--- src/rtl/dbg_seq_pkg.sv ---
package dbg_seq_pkg;

  typedef enum logic [1:0] {
    ST_IDLE    = 2'd0,
    ST_COLLECT = 2'd1,
    ST_EXEC    = 2'd2
  } seq_state_t;

  localparam logic [7:0] OPC_REGMAP = 8'h21;
  localparam logic [7:0] OPC_RDMEM  = 8'h22;
  localparam logic [7:0] OPC_RDSTK  = 8'h23;
  localparam logic [7:0] OPC_WRREG  = 8'h24;
  localparam logic [7:0] OPC_BASE   = 8'h20;

  // Opcodes that need an address and a data/count operand.
  function automatic logic needs_operands(input logic [7:0] op);
    return (op == OPC_RDMEM) || (op == OPC_RDSTK) || (op == OPC_WRREG);
  endfunction

  // Opcodes that redirect at once, with no operands.
  function automatic logic runs_now(input logic [7:0] op);
    return op == OPC_REGMAP;
  endfunction

  // Command code handed to firmware.
  function automatic logic [3:0] cmd_of(input logic [7:0] op);
    logic [7:0] diff;
    diff = op - OPC_BASE;
    return diff[3:0];
  endfunction

endpackage

--- src/rtl/dbg_opnd_collect.sv ---
module dbg_opnd_collect #(
  parameter int OPND_BYTES = 4
) (
  input  logic                    clk,
  input  logic                    rst_n,
  input  logic                    clear,
  input  logic                    take,
  input  logic [7:0]              byte_in,
  output logic [8*OPND_BYTES-1:0] opnd,
  output logic                    last_take
);
  localparam int CW = (OPND_BYTES > 1) ? $clog2(OPND_BYTES) : 1;
  localparam logic [CW-1:0] LAST_IDX = CW'(OPND_BYTES - 1);

  logic [CW-1:0] cnt;

  assign last_take = take && (cnt == LAST_IDX);

  always_ff @(posedge clk) begin
    if (!rst_n || clear || last_take) cnt <= '0;
    else if (take)                    cnt <= cnt + 1'b1;
  end

  // One lane per operand byte; lane 0 is the first byte after the opcode.
  for (genvar g = 0; g < OPND_BYTES; g++) begin : g_lane
    always_ff @(posedge clk) begin
      if (!rst_n || clear)                   opnd[8*g +: 8] <= 8'h00;
      else if (take && (cnt == CW'(g)))      opnd[8*g +: 8] <= byte_in;
    end
  end
endmodule

--- src/rtl/dbg_hs_flags.sv ---
module dbg_hs_flags (
  input  logic clk,
  input  logic rst_n,
  input  logic fw_xfer_set,
  input  logic shift_done,
  input  logic fw_done_set,
  input  logic done_ack,
  output logic xfer_flag,
  output logic op_done
);
  // Firmware sets win over engine clears in the same cycle.
  always_ff @(posedge clk) begin
    if (!rst_n)           xfer_flag <= 1'b0;
    else if (fw_xfer_set) xfer_flag <= 1'b1;
    else if (shift_done)  xfer_flag <= 1'b0;
  end

  always_ff @(posedge clk) begin
    if (!rst_n)           op_done <= 1'b0;
    else if (fw_done_set) op_done <= 1'b1;
    else if (done_ack)    op_done <= 1'b0;
  end
endmodule

--- src/rtl/dbg_cmd_seq.sv ---
module dbg_cmd_seq
  import dbg_seq_pkg::*;
#(
  parameter int          FIELD_W = 16,
  parameter logic [15:0] VECTOR  = 16'h8010
) (
  input  logic               clk,
  input  logic               rst_n,
  input  logic               rx_valid,
  input  logic [7:0]         rx_byte,
  input  logic               abort,
  input  logic               shift_done,
  input  logic               fw_xfer_set,
  input  logic               fw_done_set,
  output logic               ready,
  output logic               busy,
  output logic [3:0]         cmd_code,
  output logic [FIELD_W-1:0] addr_hold,
  output logic [FIELD_W-1:0] data_hold,
  output logic               jump_req,
  output logic [15:0]        jump_vec,
  output logic               xfer_flag,
  output logic               op_done
);
  localparam int OPND_BYTES = 2 * FIELD_W / 8;

  seq_state_t st;
  logic [3:0] pend_cmd;
  logic [8*OPND_BYTES-1:0] opnd;

  // Named internal events, also observed by the checker.
  logic accept, start_collect, start_now, take, cancel, last_take, fire, done_seen;

  assign ready         = (st == ST_IDLE);
  assign busy          = (st == ST_COLLECT);
  assign accept        = ready && rx_valid && !abort;
  assign start_collect = accept && needs_operands(rx_byte);
  assign start_now     = accept && runs_now(rx_byte);
  assign take          = busy && rx_valid && !abort;
  assign cancel        = busy && abort;
  assign fire          = start_now || last_take;
  assign done_seen     = op_done;

  dbg_opnd_collect #(.OPND_BYTES(OPND_BYTES)) u_collect (
    .clk       (clk),
    .rst_n     (rst_n),
    .clear     (start_collect || cancel),
    .take      (take),
    .byte_in   (rx_byte),
    .opnd      (opnd),
    .last_take (last_take)
  );

  dbg_hs_flags u_flags (
    .clk         (clk),
    .rst_n       (rst_n),
    .fw_xfer_set (fw_xfer_set),
    .shift_done  (shift_done),
    .fw_done_set (fw_done_set),
    .done_ack    (done_seen),
    .xfer_flag   (xfer_flag),
    .op_done     (op_done)
  );

  assign addr_hold = opnd[FIELD_W-1:0];
  assign data_hold = opnd[2*FIELD_W-1:FIELD_W];
  assign jump_vec  = jump_req ? VECTOR : 16'h0000;

  always_ff @(posedge clk) begin
    if (!rst_n) begin
      st       <= ST_IDLE;
      pend_cmd <= 4'h0;
      cmd_code <= 4'h0;
      jump_req <= 1'b0;
    end else begin
      jump_req <= fire;
      if (start_collect) pend_cmd <= cmd_of(rx_byte);
      if (start_now)     cmd_code <= cmd_of(rx_byte);
      else if (last_take) cmd_code <= pend_cmd;
      unique case (st)
        ST_IDLE: begin
          if (start_collect)  st <= ST_COLLECT;
          else if (start_now) st <= ST_EXEC;
        end
        ST_COLLECT: begin
          if (cancel)         st <= ST_IDLE;
          else if (last_take) st <= ST_EXEC;
        end
        ST_EXEC: begin
          if (done_seen)      st <= ST_IDLE;
        end
        default:              st <= ST_IDLE;
      endcase
    end
  end
endmodule

--- config.mk ---
export PLATFORM = sky130hd
export DESIGN_NAME = dbg_cmd_seq
export DESIGN_NICKNAME = d
export VERILOG_FILES = /design/src/rtl/dbg_seq_pkg.sv /design/src/rtl/dbg_opnd_collect.sv /design/src/rtl/dbg_hs_flags.sv /design/src/rtl/dbg_cmd_seq.sv
export SDC_FILE = /design/constraint.sdc
export NUM_CORES = 1
export LEC_CHECK = 0
export ABC_AREA = 1
export ABC_CLOCK_PERIOD_IN_PS = 2700
export BUFFER_PORTS_ARGS = -buffer_cell sky130_fd_sc_hd__buf_2
export CAP_MARGIN = 5
export CORE_ASPECT_RATIO = 1.2
export CORE_UTILIZATION = 25
export CTS_CLUSTER_SIZE = 40
export DETAILED_ROUTE_END_ITERATION = 12
export SLEW_MARGIN = 20
export SYNTH_ARGS = -nofsm -noshare
export SYNTH_HDL_FRONTEND = slang
export SYNTH_HIERARCHICAL = 1
export SYNTH_SLANG_ARGS = --single-unit
--- constraint.sdc ---
create_clock -name clk -period 2.7 [get_ports clk]
set_input_delay 0.135 -clock clk [delete_from_list [all_inputs] [get_ports clk]]
set_output_delay 0.135 -clock clk [all_outputs]
set_load 0.005 [all_outputs]
==> results.cfg, run 1 <==
[status]
status = completed

[yosys]
synth_top_family_by_area = simple AND/OR/NAND/NOR gates
syn_area_per_cell_sq_um = 6.67
synth_area_sq_um = 2300
yosys-top-cells-area = dfxtp_1, nand2_1, nor2_1, inv_1, buf_4
synth_compound_area_frac = 0.0435
ys.warnings.count = 6
synth.distinct_cells = 22
synth_cells = 345
synthDominantCellAreaShare = 0.409
synth_top_area_cell = dfxtp_1
muxShareOfSynthArea = 0.00435
ys_seq_area_frac = 0.409
synth_xor_area_frac = 0
ys_ff_latch = 47
synth-simple-area-share = 0.327
yosys.area_share.adder = 0.0217

[route]
detail_route.wirelength_mm = 5.18
dr.pass1.iters = 4
via_per_inst = 3.84
drtIter0Drc = 91
drc = 0
wl_per_cell_um = 9.97
antenna_left = 0
num_vias = 1996

[critical_path]
cp_common_cell = nand2_1
endpoint_kind = flip-flop
max_stage_delay_ps = 340
worstPathRequired_ps = 2910
worstPathArrival_ps = 2080
startpoint_type = flip-flop
r2r-start = st[1]
cp.depth = 13
slowest_stage = dfxtp_1
worstPathMaxFanout = 18
critPathKind = flip-flop to flip-flop
cp.buffers_inverters = 4
worst-r2r-cell-count = 13
rr_endpoint = st[1]
crit_family = simple AND/OR/NAND/NOR gates
critPathCapture = st[1]
r2r_setup_slack_ps = 830
path_cells = inv_1 > nand2_1 > nor2_1 > buf_4 > nand2_4 > inv_1 > inv_1 > nand2_1 > nand2_2 > nor2_1 > nand2_1 > nand2_1 > a21oi_2
crit_start = st[1]

[clocking]
clk_pin_slew_ps = 90
htree_levels = 2
cts_tree = built
post_cts_buffers = 0
clk_latency_ps = 300
cts_made_buffers = 5
clock-sinks = 47
clock-root-buffer = clkbuf_8
hold_buffers = 0
cts.path.max_buffers = 2
cts_resized = 0

[global_routing]
grt_overflow = 0
antenna_found_initial = 0
grt_usage = 0.114
grt_max_degree = 34
grt_pass1_vias = 1798
grt_pass1_wl_mm = 8.32

[die]
coreArea_sq_um = 8990
die-area_sq_um = 9600
die_y_um = 107
dieWidth_um = 89.6
start_util = 0.256
row_count = 38
io_pins = 72

[power_and_ir_drop]
pwr_density_cell_nw_per_um2 = 445
p_int_mw = 0.904
p_leak_nw = 1.60
p_total_mw = 1.19
p_sw_mw = 0.290
swShare = 0.243
combPwrFrac = 0.069
peakVddDrop_uv = 221
seqPwrFrac = 0.586
clock_power_share = 0.345

[finish]
n_antenna_cell = 0
fin_util = 0.298
fill_cells = 974
drive_gt1_frac = 0.195
layout_common_cells = nand2_1, nor2_1, inv_1
final_common_cell = nand2_1
instances_no_fill = 520
area.growth.synth_to_final_pct = 16.4
nNetsFinal = 418

[timing]
hold_viol = 0
setup_viol = 0
finalClockSkew_ps = 13.2
maxSlewViolCount = 0
rsz0062_at_grt = false
whs_ps = 54.9
clock.fmax_mhz = 534
tns_ps = 0
period_needed_ps = 1870
fin_crit_sh = 0.693

[place]
gp_congestion = 0.773
io_buffer_count = 57
dp_hpwl_mm = 3.78
numPlacedInstances = 512

[hold_path]
hp-class = primary input to flip-flop
min_from = fw_done_set

[flow_run]
max_cap_viol_count = 0
-- worst min-delay path, cell delays in order --
cell and delay (ps):
buf_2 90, inv_1 40, a21oi_1 50
-- layout make-up --
cell class	instances	area, sq um	area share
inverter	64	241	0.0901
clock buffer	7	76.3	0.0285
tap	120	150	0.0560
clock inverter	1	5.00	0.00187
multi-input combinational	222	966	0.360
sequential	47	941	0.351
timing repair buffer	59	300	0.112
-- flip-flops by register name, indices dropped and copies added, names as in the netlist --
name	flops
u_collect/opnd	32
u_flags/xfer_flag	1
jump_req	1
st	2
u_flags/op_done	1
u_collect/cnt	2
cmd_code	4
pend_cmd	4
-- per-layer routing --
metal / part of all wire / global-route usage
met3: 0.063 / 0.0308
met1: 0.46 / 0.140
met2: 0.46 / 0.195
met5: 0 / 0
met4: 0.0071 / 0.0272
-- metrics by stage --
stage               setup WS, ps  instance area, sq um
CTS                          827                  2680
floorplan                    852                  2350
detailed placement           853                  2600
global route                 588                  2680
global placement             897                  2600
finish                       828                  2680
-- kinds of logic (layout without fill, tap and decap cells) --
| kind of cell | Yosys count | in the layout |
|---|---|---|
| mux | 1 | 1 |
| simple gates | 186 | 186 |
| compound gates | 17 | 17 |
| buf+inv | 89 | 131 |
| other cells | 1 | 14 |
| flops | 47 | 47 |
| fa+ha+maj | 4 | 4 |
-- worst min path at each step --
stage / to / slack (ps) / depth (start not counted)
after floorplan: u_flags/op_done / 270 / 2
after global placement: u_flags/xfer_flag / 380 / 3
after detailed placement: u_flags/op_done / 380 / 3
after CTS: u_flags/op_done / 40 / 3
after global routing: u_flags/op_done / 70 / 3
final: u_flags/op_done / 50 / 3
-- cells in the mapped netlist, drive strengths merged --
master and n:
a211oi 3, a21oi 10, buf 24, clkbuf 1, clkinv 1, conb 1
dfxtp 47, ha 4, inv 63, mux2i 1, nand2 97, nand3 3
nor2 85, nor3 1, o21ai 4
-- power groups by stage --
| stage | Sequential [mW] | Combinational, mW | Clock, mW |
|---|---|---|---|
| after global routing | 0.701 | 0.0960 | 0.459 |
| after CTS | 0.700 | 0.0834 | 0.436 |
| after detailed placement | 0.717 | 0.0830 | 0 |
| after floorplan | 0.717 | 0.0611 | 0 |
| final | 0.700 | 0.0820 | 0.412 |
| after global placement | 0.716 | 0.0821 | 0 |
Note: power is estimated with default switching activity, not from simulation.
==> run 2: changes to the inputs <==
- ABC_CLOCK_PERIOD_IN_PS: 2700 -> 1570
- clock period: 2.7 -> 1.57 ns (I/O delays scaled with it)
==> results.cfg, run 2 (synthesis gave the netlist of run 1 again) <==
[status]
status = completed

[timing]
clock.fmax_mhz = 705
maxSlewViolCount = 0
period_needed_ps = 1420
whs_ps = 18.0
setup_viol = 0
tns_ps = 0
setup_ws_ps = 152
hold_viol = 0
finalClockSkew_ps = 6.84
fin_crit_sh = 0.903
rsz0062_at_grt = false

[route]
via_per_inst = 3.85
wl_met2_mm = 2.30
met1_length_mm = 2.56
wl_met3_um = 295
wl_per_cell_um = 9.98
drc = 0
antenna_left = 0
num_vias = 2015
detail_route.wirelength_mm = 5.22
drtIter0Drc = 60
top_layer = met4
dr.pass1.iters = 4

[flow_run]
max_cap_viol_count = 0

[finish]
instances_no_fill = 523
n_antenna_cell = 0
seq_area_sq_um = 943
fin_util = 0.305
multiInputGateArea_sq_um = 973
fill_cells = 994
largest_register_ffs = 32
layout_common_cells = nand2_1, nor2_1, inv_1
final_common_cell = nand2_1
top_register = u_collect/opnd
area.growth.synth_to_final_pct = 19.2
nNetsFinal = 422
drive_gt1_frac = 0.221
reg_top3 = u_collect/opnd (32), cmd_code (4), pend_cmd (4)
design_area_sq_um = 2740

[hold_path]
hp-class = primary input to flip-flop
holdPathEnd = u_flags/xfer_flag
min_from = shift_done
min_path_cells = 4

[critical_path]
path_cells = inv_2 > nand2_2 > nor2_2 > nand2_4 > inv_2 > inv_2 > nand2_2 > nand2_2 > nor2_1 > nand2_1 > nand2_1 > a21oi_2
critPathKind = flip-flop to flip-flop
max_stage_delay_ps = 340
rr_endpoint = st[1]
slowest_stage = dfxtp_2
startpoint_type = flip-flop
r2r_setup_slack_ps = 150
endpoint_kind = flip-flop
worstPathRequired_ps = 1770
r2r-start = st[1]
worstPathArrival_ps = 1610
worstPathMaxFanout = 8
worst-r2r-cell-count = 12

[power_and_ir_drop]
peakVddDrop_uv = 380
p_leak_nw = 1.63
p_total_mw = 2.11
pwr_density_cell_nw_per_um2 = 769

[clocking]
post_cts_buffers = 0
cts_resized = 0
clock-sinks = 47
clock-root-buffer = clkbuf_8
clk_latency_ps = 300
cts_tree = built
clk_pin_slew_ps = 80
htree_levels = 2
cts_made_buffers = 5
cts.path.max_buffers = 2

[global_routing]
antenna_found_initial = 0
grt_pass1_vias = 1763
grt_overflow = 0
grt_max_degree = 34
grt_pass1_wl_mm = 8.42
grt_usage = 0.114

[die]
row_count = 38
die-area_sq_um = 9600
die_y_um = 107
coreArea_sq_um = 8990
start_util = 0.256
io_pins = 72
dieWidth_um = 89.6

[place]
place_area_sq_um = 2640
place_ws_ps = 155
dp_hpwl_mm = 3.75
gp_congestion = 0.790
numPlacedInstances = 514
io_buffer_count = 57
run 2: cell types whose count changed in the layout (fill, tap and decap cells not counted), moves of 2 or more:
cell	change
inv_1	-3
inv_2	+3
clkbuf_1	-2
dfxtp_1	-2
dfxtp_2	+2
dlygate4sd3_1	+2
nand2_1	-2
nand2_2	+2
run 2: routing by layer:
metal  up-vias  global-route usage
li1       1074                   -
met1       871               0.153
met2        62               0.180
met3         8              0.0262
met4         0              0.0340
met5         -                   0
run 2: worst max-delay path by stage:
stage | from | to | slack, ps
floorplan | st[1] | st[1] | -3
global placement | st[0] | u_collect/cnt[1] | 180
detailed placement | st[0] | u_collect/cnt[1] | 150
CTS | st[0] | u_collect/cnt[1] | 140
global route | st[1] | st[1] | 9
finish | st[1] | st[1] | 150
run 2: what timing repair did:
item | 4_1_cts | 5_1_grt
hold buffers | 2 | 0
hold endpoints to repair | 2 | 0
endpoints found under the setup margin | 0 | 0
run 2: area by class of cell:
class                   count  share of cell area
multi-input cells         222               0.355
flip-flops and latches     47               0.344
repair buffers             63               0.127
inverters                  64              0.0880
well taps                 120              0.0547
clock buffers               6              0.0301
clock inverters             1             0.00182
run 2: critical path: cells and delay by family (launching register included):
kind	cells	cell delay [ps]
compound gates	1	40
flops	1	340
buf+inv	3	260
simple gates	8	670
run 2: power by group:
group / total (mW) / internal, mW / switching [mW]
clock network: 0.750 / 0.346 / 0.403
logic: 0.154 / 0.0520 / 0.102
registers: 1.21 / 1.20 / 0.00654
